[src/rtl/utx_pkg.sv]
package utx_pkg;
  typedef enum logic [1:0] {
    PAR_NONE = 2'b00,
    PAR_EVEN = 2'b01,
    PAR_ODD  = 2'b10,
    PAR_ZERO = 2'b11
  } par_mode_e;
endpackage

[src/rtl/utx_parity.sv]
module utx_parity #(
  parameter int DATA_W = 8
) (
  input  logic [DATA_W-1:0]   bits,
  input  utx_pkg::par_mode_e  mode,
  output logic                pbit
);
  import utx_pkg::*;
  always_comb begin
    unique case (mode)
      PAR_EVEN: pbit = ^bits;
      PAR_ODD:  pbit = ~(^bits);
      default:  pbit = 1'b0;
    endcase
  end
endmodule

[src/rtl/utx_framer.sv]
module utx_framer #(
  parameter int DATA_W  = 8,
  parameter int FRAME_W = DATA_W + 4,
  parameter int CNT_W   = $clog2(FRAME_W + 1)
) (
  input  logic [DATA_W-1:0]   data,
  input  logic                char7,
  input  utx_pkg::par_mode_e  mode,
  input  logic                two_stop,
  output logic [FRAME_W-1:0]  frame,
  output logic [CNT_W-1:0]    len
);
  import utx_pkg::*;
  logic [DATA_W-1:0]  masked;
  logic [FRAME_W-1:0] dpad;
  logic [CNT_W-1:0]   nb;
  logic               has_par;
  logic               pbit;

  // the top bit is dropped in short mode so it reaches neither line nor parity
  always_comb begin
    for (int i = 0; i < DATA_W; i++)
      masked[i] = data[i] & ~(char7 && (i == DATA_W - 1));
  end

  utx_parity #(.DATA_W(DATA_W)) u_par (.bits(masked), .mode(mode), .pbit(pbit));

  always_comb begin
    nb      = char7 ? CNT_W'(DATA_W - 1) : CNT_W'(DATA_W);
    has_par = (mode != PAR_NONE);
    dpad    = FRAME_W'(masked);
    frame   = '1;
    frame[0] = 1'b0;
    for (int j = 1; j < FRAME_W; j++) begin
      if (CNT_W'(j) <= nb)
        frame[j] = dpad[j-1];
      else if (has_par && (CNT_W'(j) == nb + CNT_W'(1)))
        frame[j] = pbit;
    end
    len = CNT_W'(1) + nb + CNT_W'(has_par) + (two_stop ? CNT_W'(2) : CNT_W'(1));
  end
endmodule

[src/rtl/utx_shifter.sv]
module utx_shifter #(
  parameter int FRAME_W = 12,
  parameter int CNT_W   = $clog2(FRAME_W + 1)
) (
  input  logic               clk,
  input  logic               rst_n,
  input  logic               load,
  input  logic [FRAME_W-1:0] frame,
  input  logic [CNT_W-1:0]   len,
  input  logic               tick,
  output logic               busy,
  output logic               txd,
  output logic               done
);
  logic [FRAME_W-1:0] sh_q;
  logic [CNT_W-1:0]   left_q;
  logic               busy_q;
  logic               done_q;

  always_ff @(posedge clk) begin
    if (!rst_n) begin
      sh_q   <= '1;
      left_q <= '0;
      busy_q <= 1'b0;
      done_q <= 1'b0;
    end else begin
      done_q <= 1'b0;
      if (!busy_q) begin
        if (load) begin
          sh_q   <= frame;
          left_q <= len;
          busy_q <= 1'b1;
        end
      end else if (tick) begin
        if (left_q == CNT_W'(1)) begin
          busy_q <= 1'b0;
          done_q <= 1'b1;
          sh_q   <= '1;
        end else begin
          sh_q   <= {1'b1, sh_q[FRAME_W-1:1]};
          left_q <= left_q - CNT_W'(1);
        end
      end
    end
  end

  assign busy = busy_q;
  assign done = done_q;
  assign txd  = busy_q ? sh_q[0] : 1'b1;
endmodule

[src/rtl/utx_flag.sv]
module utx_flag (
  input  logic clk,
  input  logic rst_n,
  input  logic set,
  input  logic clr,
  output logic flag
);
  always_ff @(posedge clk) begin
    if (!rst_n)   flag <= 1'b0;
    else if (set) flag <= 1'b1;
    else if (clr) flag <= 1'b0;
  end
endmodule

[src/rtl/uart_frame_tx.sv]
module uart_frame_tx #(
  parameter int DATA_W = 8
) (
  input  logic              clk,
  input  logic              rst_n,
  input  logic              bit_tick,
  input  logic              s_valid,
  output logic              s_ready,
  input  logic [DATA_W-1:0] s_data,
  input  logic              char7,
  input  logic [1:0]        par_mode,
  input  logic              two_stop,
  output logic              txd,
  output logic              busy,
  output logic              tx_done,
  output logic              req_flag,
  input  logic              req_clr
);
  import utx_pkg::*;
  localparam int FRAME_W = DATA_W + 4;
  localparam int CNT_W   = $clog2(FRAME_W + 1);

  logic [FRAME_W-1:0] frame;
  logic [CNT_W-1:0]   len;
  logic               accept;

  assign s_ready = ~busy;
  assign accept  = s_valid & s_ready;

  utx_framer #(.DATA_W(DATA_W), .FRAME_W(FRAME_W), .CNT_W(CNT_W)) u_framer (
    .data(s_data), .char7(char7), .mode(par_mode_e'(par_mode)),
    .two_stop(two_stop), .frame(frame), .len(len)
  );

  utx_shifter #(.FRAME_W(FRAME_W), .CNT_W(CNT_W)) u_shift (
    .clk(clk), .rst_n(rst_n), .load(accept), .frame(frame), .len(len),
    .tick(bit_tick), .busy(busy), .txd(txd), .done(tx_done)
  );

  utx_flag u_flag (
    .clk(clk), .rst_n(rst_n), .set(tx_done), .clr(req_clr), .flag(req_flag)
  );
endmodule

[config.mk]
export PLATFORM = sky130hd
export DESIGN_NAME = uart_frame_tx
export DESIGN_NICKNAME = d
export VERILOG_FILES = /design/src/rtl/utx_pkg.sv /design/src/rtl/utx_parity.sv /design/src/rtl/utx_framer.sv /design/src/rtl/utx_shifter.sv /design/src/rtl/utx_flag.sv /design/src/rtl/uart_frame_tx.sv
export SDC_FILE = /design/constraint.sdc
export NUM_CORES = 1
export LEC_CHECK = 0
export CAP_MARGIN = 20
export CORE_MARGIN = 3
export CORE_UTILIZATION = 52
export CTS_CLUSTER_DIAMETER = 50
export DETAILED_ROUTE_END_ITERATION = 8
export GPL_ROUTABILITY_DRIVEN = 0
export PLACE_DENSITY = 0.83
export SETUP_SLACK_MARGIN = 0.5
export SLEW_MARGIN = 10
export SYNTH_ARGS = -nofsm -noshare
export SYNTH_HDL_FRONTEND = slang
export SYNTH_SLANG_ARGS = --single-unit
export TNS_END_PERCENT = 5
[constraint.sdc]
create_clock -name clk -period 4 [get_ports clk]
set_input_delay 0.4 -clock clk [delete_from_list [all_inputs] [get_ports clk]]
set_output_delay 0.4 -clock clk [all_outputs]
set_load 0.005 [all_outputs]
==> results by group <==
Status
  • Status: complete, no violations

Final layout
  • Syn-to-layout area delta: 24.1%
  • Final Cell Area: 1180 um^2
  • Nets: 146
  • ANT cells: 0
  • Layout cells sized above 1: 9.68%
  • Utilization after layout: 73.1%

CTS
  • Post-cts sizing count: 0
  • TritonCTS Buffers: 3
  • Clk_lat worst skew: 280 ps
  • Postcts setup bufs: 0
  • CTS Hold Bufs: 0
  • H-tree depth: 1
  • Clock tree buffer depth: 2
  • CTS tree: built
  • Clock slew at reported path FFs: 100 ps
  • Clock sink total: 17
  • Root buf cell: clkbuf_4

Setup path
  • Critical path class: reg2out
  • Worst endpoint data arrival time: 1570 ps
  • Worst EP required: 3600 ps
  • CP Capture Type: output port
  • CP startpoint kind: flip-flop
  • Worst-path fanout max: 14

Global routing
  • Global-route wire length before repair: 3.22 mm
  • Initial antenna violation count: 0
  • Largest net degree at the start of global routing: 20
  • GRT Overall Usage: 17.4%
  • Gr ovfl total: 0
  • Vias in the first global route: 723

Floorplan
  • Ports: 22
  • Die Y: 48.7 um
  • Initial cell density of the core: 58.9%
  • FP Rows: 14
  • Die width: 48.7 um
  • Die area: 2380 um^2
  • Core area: 1610 um^2

Yosys
  • Most used flip-flop cell after synthesis: dfxtp_1
  • Largest cells by area after synthesis: dfxtp_1, o211ai_1, o22ai_1, xnor2_1, nand2_1
  • Number of synthesized register bits: 17
  • EDFF count, synth: 0
  • Synth Cell Area: 950 um^2
  • Yosys warning total: 0
  • Post-synthesis mux area share: 1.58%
  • Distinct cell type count after synthesis: 36
  • Seq/Total Area, Yosys: 35.8%
  • Compound-Gate Fraction of Synth Area: 22.4%
  • Syn Inst Count: 105
  • Largest family of logic cells by synthesized area: compound AO/OA/AOI/OAI gates
  • Area share of xor/xnor cells in the synthesized design: 7.91%
  • Most frequent cell after synthesis: dfxtp_1
  • Synth async-reset ratio: 0%
  • Post-Synth Adder-Cell Area: 6.06%
  • Top cells by count, synth: dfxtp_1, nand2_1, o211ai_1, o22ai_1, inv_1
  • Synth Area per Inst: 9.04 um^2
  • Yosys top cell by area: dfxtp_1
  • Syn nets: 126
  • Share of the synthesized area in the top cell type: 35.8%
  • Simple-Gate Fraction of Synth Area: 19.9%

Power
  • Peak VDD IR: 0.227 mV
  • PD cells: 344 nW/um^2
  • Static leakage power: 0.000468 uW

Timing
  • RSZ-0062 raised after global routing: no
  • Fin. Hold Viols: 0
  • Setup TNS: 0 ps
  • Final Setup Violations: 0
  • Final min period: 1970 ps
  • Final worst path period share: 49.3%
  • Fmax achieved: 507 MHz
  • Clock skew: 0.706 ps
  • Worst slew margin: 50.2%
  • Slew @ Worst Pin: 748 ps
  • Max-slew violations: 0

Worst hold path
  • HP Class: reg2reg

Routing
  • Final WL: 1.88 mm
  • Wirelength per Cell: 12.7 um
  • DR DRC count: 0
  • Total number of vias: 787
  • Avg Vias per Cell: 5.32
  • ANT nets after route: 0
  • DR pass1 iterations: 4
  • Starting DRC count in detailed routing: 7

Place
  • Port bufs: 21
  • Post-DP HPWL: 1.41 mm
  • Placed Area: 1150 um^2

Flow run
  • Max_cap viols: 0
==> logic make-up (layout without fill, tap and decap cells) <==
logic type | after synthesis | count (layout)
simple gates | 33 | 33
compound gates | 31 | 31
flops | 17 | 17
buf+inv | 12 | 31
xor+xnor | 7 | 7
fa+ha+maj | 4 | 4
mux | 1 | 1
==> path summary, 6_finish.rpt <==
kind | endpoint | start | cells past startpoint | slack, ps
setup / recovery | s_ready | u_shift.busy | 2 | 2030
hold / removal | u_flag.flag | u_shift.done | 1 | 470
setup reg to reg | u_shift.sh_q[8] | u_shift.busy | 4 | 2120
hold reg to reg | u_flag.flag | u_shift.done | 1 | 470
==> critical path, cell delays in order (launching register included) <==
cell             delay, ps
dfxtp_1                600
inv_1                  200
clkdlybuf4s50_1        490
==> cell type report <==
type	count	area, um^2
clock buffers	4	26.3
fillers	145	433
inverters	6	22.5
multi-input cells	76	549
flip-flops and latches	17	340
well taps	24	30.0
repair buffers	21	210
==> sequential cells by signal, summed over array words and instances (netlist names) <==
register	count
u_shift.left_q	4
u_shift.busy	1
u_flag.flag	1
u_shift.done	1
u_shift.sh_q	10
==> stage by stage <==
step | total power [uW] | setup slack [ps] | std cells | hold WS, ps
floorplan | 282 | 2290 | 105 | 432
global placement | 312 | 1820 | 144 | 442
detailed placement | 317 | 1750 | 144 | 448
CTS | 407 | 2020 | 148 | 473
global route | 432 | 1910 | 148 | 492
finish | 405 | 2030 | 148 | 470
==> cells in the final DEF, fill, tap and decap left out, types with 2 or more instances in the layout <==
cell type	count
and2_1	2
ha_1	3
inv_1	6
o22ai_1	7
o211ai_1	7
o21ai_0	5
o21a_1	2
xnor2_1	5
clkdlybuf4s50_1	21
nand2b_1	3
clkbuf_4	3
nand2_1	11
a21oi_1	3
nor2_1	5
nor2b_1	3
dfxtp_1	17
o311a_1	2
==> routing by layer <==
layer | share of wire [%] | global-route usage (%) | wire length (um)
met1 | 48 | 22.2 | 900
met2 | 49 | 28.5 | 914
met3 | 3.4 | 2.76 | 63
met4 | 0 | 8.53 | 0
met5 | 0 | 0 | 0
==> where the power goes <==
part           switching, uW  total (uW)  internal (uW)
Clock                   53.0        91.8           38.7
Sequential              13.3         199            185
Combinational           53.0         115           61.8
Total                    119         405            286
Note: power is estimated with default switching activity, not from simulation.
